[src/rtl/alarm_cmp_pkg.sv]
// Shared constants for the alarm comparator: register offsets and bit
// positions. Assumes an 8-bit data path and a 3-bit offset space.
package alarm_cmp_pkg;
    localparam int DATA_W     = 8;
    localparam int ADDR_W     = 3;
    localparam int NUM_FIELDS = 4;

    localparam int OFS_STATUS = 0;
    localparam int OFS_FIELD0 = 2;   // seconds; fields follow consecutively
    localparam int OFS_INTCTL = 6;

    localparam int ST_WDOG  = 7;
    localparam int ST_ALARM = 6;
    localparam int ST_BATT  = 4;
    localparam int CTL_EN   = 7;
    localparam int CTL_BKEN = 5;

    typedef enum logic [1:0] {FLD_SEC, FLD_MIN, FLD_HOUR, FLD_DAY} field_e;
endpackage

[src/rtl/alarm_regfile.sv]
// Storage for the alarm fields and the two interrupt enables.
// Assumes single-cycle write strobes; fields keep all bits as written.
module alarm_regfile
    import alarm_cmp_pkg::*;
#(
    parameter int DW = DATA_W,
    parameter int AW = ADDR_W,
    parameter int NF = NUM_FIELDS
) (
    input  logic                 clk,
    input  logic                 rst_n,
    input  logic                 wr,
    input  logic [AW-1:0]        addr,
    input  logic [DW-1:0]        wdata,
    output logic [NF-1:0][DW-1:0] fields,
    output logic                 en_norm,
    output logic                 en_bkup
);
    genvar g;
    generate
        for (g = 0; g < NF; g++) begin : g_fld
            localparam logic [AW-1:0] MY_OFS = AW'(OFS_FIELD0 + g);
            // Capture a write aimed at this field's offset.
            always_ff @(posedge clk) begin
                if (!rst_n)
                    fields[g] <= '0;
                else if (wr && addr == MY_OFS)
                    fields[g] <= wdata;
            end
        end
    endgenerate

    // Capture the two enable bits of the interrupt-control register.
    always_ff @(posedge clk) begin
        if (!rst_n) begin
            en_norm <= 1'b0;
            en_bkup <= 1'b0;
        end else if (wr && addr == AW'(OFS_INTCTL)) begin
            en_norm <= wdata[CTL_EN];
            en_bkup <= wdata[CTL_BKEN];
        end
    end
endmodule

[src/rtl/alarm_match.sv]
// Per-field equality of the alarm against the current time.
// Assumes the time inputs are valid BCD, so non-BCD alarm fields never match.
module alarm_match
    import alarm_cmp_pkg::*;
#(
    parameter int DW = DATA_W,
    parameter int NF = NUM_FIELDS
) (
    input  logic [NF-1:0][DW-1:0] alarm,
    input  logic [NF-1:0][DW-1:0] now,
    output logic                  all_eq
);
    logic [NF-1:0] eq;
    genvar g;
    generate
        for (g = 0; g < NF; g++) begin : g_cmp
            assign eq[g] = (alarm[g] == now[g]);
        end
    endgenerate

    // Every field has to agree for a match.
    assign all_eq = &eq;
endmodule

[src/rtl/alarm_flag.sv]
// Sticky alarm flag and gated interrupt. A set takes priority over a
// clear-on-read landing on the same edge.
module alarm_flag (
    input  logic clk,
    input  logic rst_n,
    input  logic tick,
    input  logic hit,
    input  logic clr,
    input  logic en_norm,
    input  logic en_bkup,
    input  logic backup,
    output logic flag,
    output logic irq
);
    // Set on a strobed match, otherwise clear on a status read.
    always_ff @(posedge clk) begin
        if (!rst_n)
            flag <= 1'b0;
        else if (tick && hit)
            flag <= 1'b1;
        else if (clr)
            flag <= 1'b0;
    end

    // Interrupt follows the flag under the enables for the present supply mode.
    assign irq = flag & en_norm & (~backup | en_bkup);
endmodule

[src/rtl/alarm_cmp.sv]
// Top of the alarm comparator: register port, comparison, flag and readback.
// Read data is registered; a status read clears the alarm flag on the same edge.
module alarm_cmp
    import alarm_cmp_pkg::*;
#(
    parameter int DW = DATA_W,
    parameter int AW = ADDR_W,
    parameter int NF = NUM_FIELDS
) (
    input  logic          clk,
    input  logic          rst_n,
    input  logic          sec_tick,
    input  logic [DW-1:0] cur_sec,
    input  logic [DW-1:0] cur_min,
    input  logic [DW-1:0] cur_hour,
    input  logic [DW-1:0] cur_day,
    input  logic          backup_mode,
    input  logic          wdog_flag_in,
    input  logic          batt_low_in,
    input  logic          reg_wr,
    input  logic          reg_rd,
    input  logic [AW-1:0] reg_addr,
    input  logic [DW-1:0] reg_wdata,
    output logic [DW-1:0] reg_rdata,
    output logic          alarm_irq
);
    logic [NF-1:0][DW-1:0] fields;
    logic [NF-1:0][DW-1:0] now;
    logic                  en_norm, en_bkup;
    logic                  all_match;
    logic                  alarm_flag_q;
    logic                  status_rd;
    logic [DW-1:0]         rd_val;

    assign now[FLD_SEC]  = cur_sec;
    assign now[FLD_MIN]  = cur_min;
    assign now[FLD_HOUR] = cur_hour;
    assign now[FLD_DAY]  = cur_day;
    assign status_rd     = reg_rd && reg_addr == AW'(OFS_STATUS);

    alarm_regfile #(.DW(DW), .AW(AW), .NF(NF)) u_regs (
        .clk(clk), .rst_n(rst_n), .wr(reg_wr), .addr(reg_addr),
        .wdata(reg_wdata), .fields(fields), .en_norm(en_norm), .en_bkup(en_bkup)
    );

    alarm_match #(.DW(DW), .NF(NF)) u_match (
        .alarm(fields), .now(now), .all_eq(all_match)
    );

    alarm_flag u_flag (
        .clk(clk), .rst_n(rst_n), .tick(sec_tick), .hit(all_match),
        .clr(status_rd), .en_norm(en_norm), .en_bkup(en_bkup),
        .backup(backup_mode), .flag(alarm_flag_q), .irq(alarm_irq)
    );

    // Select the register value addressed by the read port.
    always_comb begin
        rd_val = '0;
        if (reg_addr == AW'(OFS_STATUS)) begin
            rd_val[ST_WDOG]  = wdog_flag_in;
            rd_val[ST_ALARM] = alarm_flag_q;
            rd_val[ST_BATT]  = batt_low_in;
        end else if (reg_addr == AW'(OFS_INTCTL)) begin
            rd_val[CTL_EN]   = en_norm;
            rd_val[CTL_BKEN] = en_bkup;
        end
        for (int i = 0; i < NF; i++)
            if (reg_addr == AW'(OFS_FIELD0 + i))
                rd_val = fields[i];
    end

    // Register the read data on each read strobe.
    always_ff @(posedge clk) begin
        if (!rst_n)
            reg_rdata <= '0;
        else if (reg_rd)
            reg_rdata <= rd_val;
    end
endmodule

[config.mk]
export PLATFORM = sky130hd
export DESIGN_NAME = alarm_cmp
export DESIGN_NICKNAME = d
export VERILOG_FILES = /design/src/rtl/alarm_cmp_pkg.sv /design/src/rtl/alarm_regfile.sv /design/src/rtl/alarm_match.sv /design/src/rtl/alarm_flag.sv /design/src/rtl/alarm_cmp.sv
export SDC_FILE = /design/constraint.sdc
export NUM_CORES = 1
export LEC_CHECK = 0
export ABC_AREA = 1
export BUFFER_PORTS_ARGS = -buffer_cell sky130_fd_sc_hd__buf_2
export CORE_MARGIN = 1
export CORE_UTILIZATION = 40
export CTS_CLUSTER_DIAMETER = 120
export DETAILED_ROUTE_END_ITERATION = 8
export PLACE_DENSITY = 0.69
export SLEW_MARGIN = 20
export SYNTH_ARGS = -nofsm -noshare
export SYNTH_HDL_FRONTEND = slang
export SYNTH_SLANG_ARGS = --single-unit
[constraint.sdc]
create_clock -name clk -period 1.1 [get_ports clk]
set_clock_uncertainty 0.15 [all_clocks]
set_input_delay 0 -clock clk [delete_from_list [all_inputs] [get_ports clk]]
set_output_delay 0 -clock clk [all_outputs]
set_load 0.005 [all_outputs]
# After elaboration in Yosys (flattened, before gate mapping)
# Index checks and enable logic that the tools add are counted.
[word_totals] regBits=43 elab_cells=43
[classes] eq_ne=9 mux=12 bitwise_logic=4 n_reduce_logical=10
[op_table] operator="8-bit == test" count=4
[op_table] operator="8-bit two-way mux" count=4
[op_table] operator="3-bit == test (second input constant)" count=3
[op_table] operator="1-bit two-way mux" count=8
[op_table] operator="1-bit logical AND" count=7
[op_table] operator="3-bit by 2-bit == test with 1-bit output (second input constant)" count=2
[op_table] operator="4-bit AND reduction" count=1
[op_table] operator="3-bit zero test" count=1
[op_table] operator="1-bit AND" count=2
[op_table] operator="2-bit nonzero test" count=1
[op_table] operator="1-bit inverter" count=1
[op_table] operator="1-bit OR" count=1

# Depth between registers and ports, before layout
[logic_depth] ltp_word=7 depth_mapped=10

# Hierarchy
# Synthesis repeated with hierarchy kept, for this count alone.
[unflattened] cells_unflattened=496 hier_area_um2=2806.4
[by_module_without_submodules] mod="alarm_regfile" n_inst=1 cells_each=205 area_each_um2=1408.9 seq_area_each_um2=680.7
[by_module_without_submodules] mod="alarm_cmp" n_inst=1 cells_each=114 area_each_um2=691.9 seq_area_each_um2=160.2
[by_module_without_submodules] mod="alarm_match" n_inst=1 cells_each=168 area_each_um2=645.6 seq_area_each_um2=0.0
[by_module_without_submodules] mod="alarm_flag" n_inst=1 cells_each=9 area_each_um2=60.1 seq_area_each_um2=20.0

# Worst setup path after synthesis
# OpenSTA, ideal clock, no wires.
[synth_path] path_kind="register to register" start="register u_regs.fields[20] in the netlist's numbering" end="register u_flag.flag" setup_time_ns=0.070 arrival_ns=0.919 t_required_ns=0.880 setup_slack_ns=-0.039 stages_incl_launch_ff=9 cell_sequence="dfxtp_1 inv_1 nand2_1 nand2_1 nor2_1 nand2_1 nor3_1 nand3_1 a21oi_1"
[synth_between] elab_chain_len=4 word_cells_on_any_way=5 classes_between="eq/ne: 1; mux: 1; reduce/logical: 3"
[synth_rtl] element="start: declaration" line="alarm_regfile.sv:15" source="output logic [NF-1:0][DW-1:0] fields,"
[synth_rtl] element="start signal: indexed assignment" line="alarm_regfile.sv:28" source="fields[g] <= wdata;"
[synth_rtl] element="8-bit == test *" line="alarm_match.sv:17" source="assign eq[g] = (alarm[g] == now[g]);"
[synth_rtl] element="4-bit AND reduction *" line="alarm_match.sv:22" source="assign all_eq = &eq;"
[synth_rtl] element="1-bit logical AND *" line="alarm_flag.sv:19" source="else if (tick && hit)"
[synth_rtl] element="1-bit two-way mux / 2-bit nonzero test (equally long branches)"
[synth_rtl] element="end signal: assignment" line="alarm_flag.sv:18" source="flag <= 1'b0;"
[synth_rtl] element="end signal: assignment" line="alarm_flag.sv:20" source="flag <= 1'b1;"
[synth_rtl] element="end signal: assignment" line="alarm_flag.sv:22" source="flag <= 1'b0;"
[synth_rtl] element="end: declaration" line="alarm_flag.sv:12" source="output logic flag,"
# Every way passes the cells marked *; elsewhere a longest branch is shown, timed or not.
# A chain may end at the register's enable or synchronous reset.

# Worst setup path in the final report
[layout_path] start="register u_regs.fields[29] in the netlist's numbering" end="register u_flag.flag"
# Same word-level chain as after synthesis.

==> flow_metrics.py <==
metrics = {
    "routing": {
        "ant_nets": 0,
        "avgRoutedWirePerCell_um": 13.1,
        "dr.pass1.iters": 4,
        "route.detailed.drc": 0,
        "viasPerCell": 4.94,
        "wirelength_mm": 7.18,
        "vias": 2714,
        "drt_iter0_markers": 178,
    },
    "grt": {
        "grt_pass1_wl_mm": 11.5,
        "globalRouteOverflowTotal": 0,
        "antenna_found_initial": 0,
        "first_global_vias": 2541,
        "track_usage_pct": 24.2,
        "grt_max_degree": 39,
    },
    "clocking": {
        "clk_latency_ns": 0.29,
        "cts.sinks": 43,
        "ctsHtreeMaxLevel": 2,
        "cts_buffer_depth": 2,
        "numCtsBuffers": 5,
        "clk_pin_slew_ns": 0.08,
        "ctsRootBufferMaster": "clkbuf_8",
        "cts_tree": "done",
    },
    "floorplan": {
        "rows": 27,
        "dieArea_um2": 6190,
        "core-area_um2": 5570,
        "fp.dieW_um": 78.7,
        "start_util_pct": 42.2,
        "die_height_um": 78.7,
        "io-pin-count": 60,
    },
    "place": {
        "dp_hpwl_mm": 5.43,
        "place_ws_ns": -0.291,
        "io_buffers": 59,
        "gp_congestion": 0.916,
    },
    "sta": {
        "drv_slew": 0,
        "rsz0062_at_grt": "true",
        "hold_viol": 1,
        "fmax_mhz": 729,
        "fin_crit_ns": 1.37,
        "tns_ns": -0.309,
        "period_share_pct": 125,
        "tightestPinTransition_ns": 0.316,
        "worst_slack_ns": -0.272,
        "setup_violations": 5,
        "slew_headroom_pct": 78.7,
        "holdWs_ns": -0.0242,
    },
    "worst_setup_path": {
        "cp_top_family": "simple AND/OR/NAND/NOR gates",
        "critPathBufInv": 2,
        "critPathRequiredTime_ns": 1.18,
        "crit_slowest_cell": "dfxtp_2",
        "arrival_ns": 1.46,
        "cpPeakStageDelay_ns": 0.33,
        "r2r_start": "u_regs.fields[29]",
        "crit_path_frequent_cell": "nand2_1",
        "worst-r2r-cell-count": 10,
        "cp-start-kind": "flop",
        "crit_chain": "inv_2 -> nand2_1 -> nand2_1 -> inv_1 -> nand2_2 -> nor2_2 -> nand2_1 -> nor2_2 -> nand3_2 -> a21oi_2",
        "critical_path.startpoint": "u_regs.fields[29]",
        "critPathCapture": "u_flag.flag",
        "crit_fanout": 2,
        "crit_cells": 10,
        "worstSetupPathType": "flop to flop",
        "rrSetupSlack_ns": -0.27,
        "r2r_end": "u_flag.flag",
        "cp-end-kind": "flop",
    },
    "power_and_ir_drop": {
        "power_leakage_nw": 1.58,
        "vdd_drop_max_uv": 527,
        "cellPowerDensity_nw_per_um2": 974,
    },
    "yosys": {
        "synth-main-ff-cell": "dfxtp_1",
        "synth_most_common_cell": "nand2_1",
        "synth_edf_count": 0,
        "async_flop_share_pct": 0,
        "synth_largest_area_cell": "dfxtp_1",
        "ys_seq_area_share_pct": 36.6,
        "synth_cell_types": 25,
        "synth_area_per_cell_um2": 6.44,
        "synth_nets": 416,
        "postSynthCellCount": 365,
        "ys_ff_latch": 43,
        "synth_top_area_share_pct": 36.6,
        "yosys-top-cells-count": "96 x nand2_1, 62 x inv_1, 51 x o21ai_0, 44 x a21oi_1, 43 x dfxtp_1",
        "ys_warn_count": 0,
        "synth_area_leaders": "dfxtp_1 37%, nand2_1 15%, o21ai_0 11%",
        "synth.cell_area_um2": 2350,
    },
    "cells_and_area": {
        "final_util_pct": 60.4,
        "syn2layout_area_growth_pct": 43.1,
        "antenna-diode-count": 0,
        "drive_gt1_share_pct": 37.9,
        "fin_nets": 529,
    },
    "outcome": {
        "outcome": "complete, but fails checks",
        "failed_checks": "hold timing, setup timing",
    },
    "job": {
        "maxCapViolations": 0,
    },
    "worst_hold_path": {
        "hold_path_class": "input pin to flop",
    },
}
==> stage by stage <==
step           cell area, um2  cells  power, mW  hold slack (ns)
2_1_floorplan            2360    365       1.98          -0.0945
3_5_place_dp             3040    531       2.29           0.0871
4_1_cts                  3280    548       3.25          -0.0122
5_1_grt                  3370    549       3.43          0.00954
6_report                 3370    549       3.28          -0.0242
3_3_place_gp             3040    531       2.28           0.0867
==> worst min-delay path by stage <==
stage	startpoint	endpoint	slack, ns	cells after the start
3_3_place_gp	backup_mode	alarm_irq	0.09	3
3_5_place_dp	backup_mode	alarm_irq	0.09	3
6_report	cur_day[0]	u_flag.flag	-0.02	6
5_1_grt	cur_day[0]	u_flag.flag	0.01	6
4_1_cts	cur_day[0]	u_flag.flag	-0.01	6
2_1_floorplan	backup_mode	alarm_irq	-0.09	1
==> power by group <==
| part | internal, mW | total, mW | switching (mW) |
|---|---|---|---|
| Combinational | 0.322 | 0.694 | 0.372 |
| Sequential | 1.62 | 1.65 | 0.0319 |
| Clock | 0.424 | 0.935 | 0.511 |
| Total | 2.36 | 3.28 | 0.915 |
==> worst min-delay path, stage by stage <==
cell and delay, ns:
buf_2 0.09, xnor2_1 0.06, nand3_1 0.07, nor3_2 0.05, nand3_2 0.06, a21oi_2 0.05
==> kinds of logic (layout without fill, tap and decap cells) <==
logic type | after synthesis | after routing | synth area share [%]
flops | 43 | 43 | 36.6
compound gates | 105 | 105 | 23.3
xor+xnor | 4 | 4 | 1.49
buf+inv | 75 | 187 | 13.2
simple gates | 138 | 138 | 25.4
==> flip-flops by register name, summed over array words and instances, names as in the netlist <==
name	count
u_regs.fields	32
u_regs.en_norm	1
u_regs.en_bkup	1
reg_rdata	8
u_flag.flag	1
==> layout make-up <==
| class | instances | area [um2] |
|---|---|---|
| clock buffers | 6 | 72.6 |
| fillers | 548 | 2210 |
| multi-input cells | 247 | 1290 |
| well taps | 72 | 90.1 |
| inverters | 66 | 249 |
| flip-flops and latches | 43 | 888 |
| repair buffers | 115 | 776 |
==> layout by cell type (no fill, tap or decap), types with 6 or more instances in the layout <==
| master | count |
|---|---|
| buf_4 | 41 |
| inv_1 | 45 |
| buf_2 | 59 |
| nor2_1 | 19 |
| dfxtp_1 | 21 |
| dlygate4sd3_1 | 11 |
| o21ai_0 | 45 |
| inv_2 | 19 |
| nand2_2 | 7 |
| a21oi_1 | 42 |
| dfxtp_2 | 22 |
| o22ai_1 | 6 |
| nand2_1 | 89 |
==> what timing repair did <==
action                                  CTS  global route
pin swaps                                14            26
endpoints found under the setup margin    4            10
hold buffers                             11             0
endpoints found under the hold margin    39             0
setup buffers                             0             1
gates resized for setup                  20            42
cloned                                    0             0
==> metal layers <==
layer  track usage (%)  vias up  routed length, um
met5                 0        -                  0
met4              7.04        0                142
met3              4.42       13                498
met2              41.8       97               3420
met1              30.4     1212               3120
li1                  -     1392                  -
No activity file was read; power rests on OpenSTA's default activity.
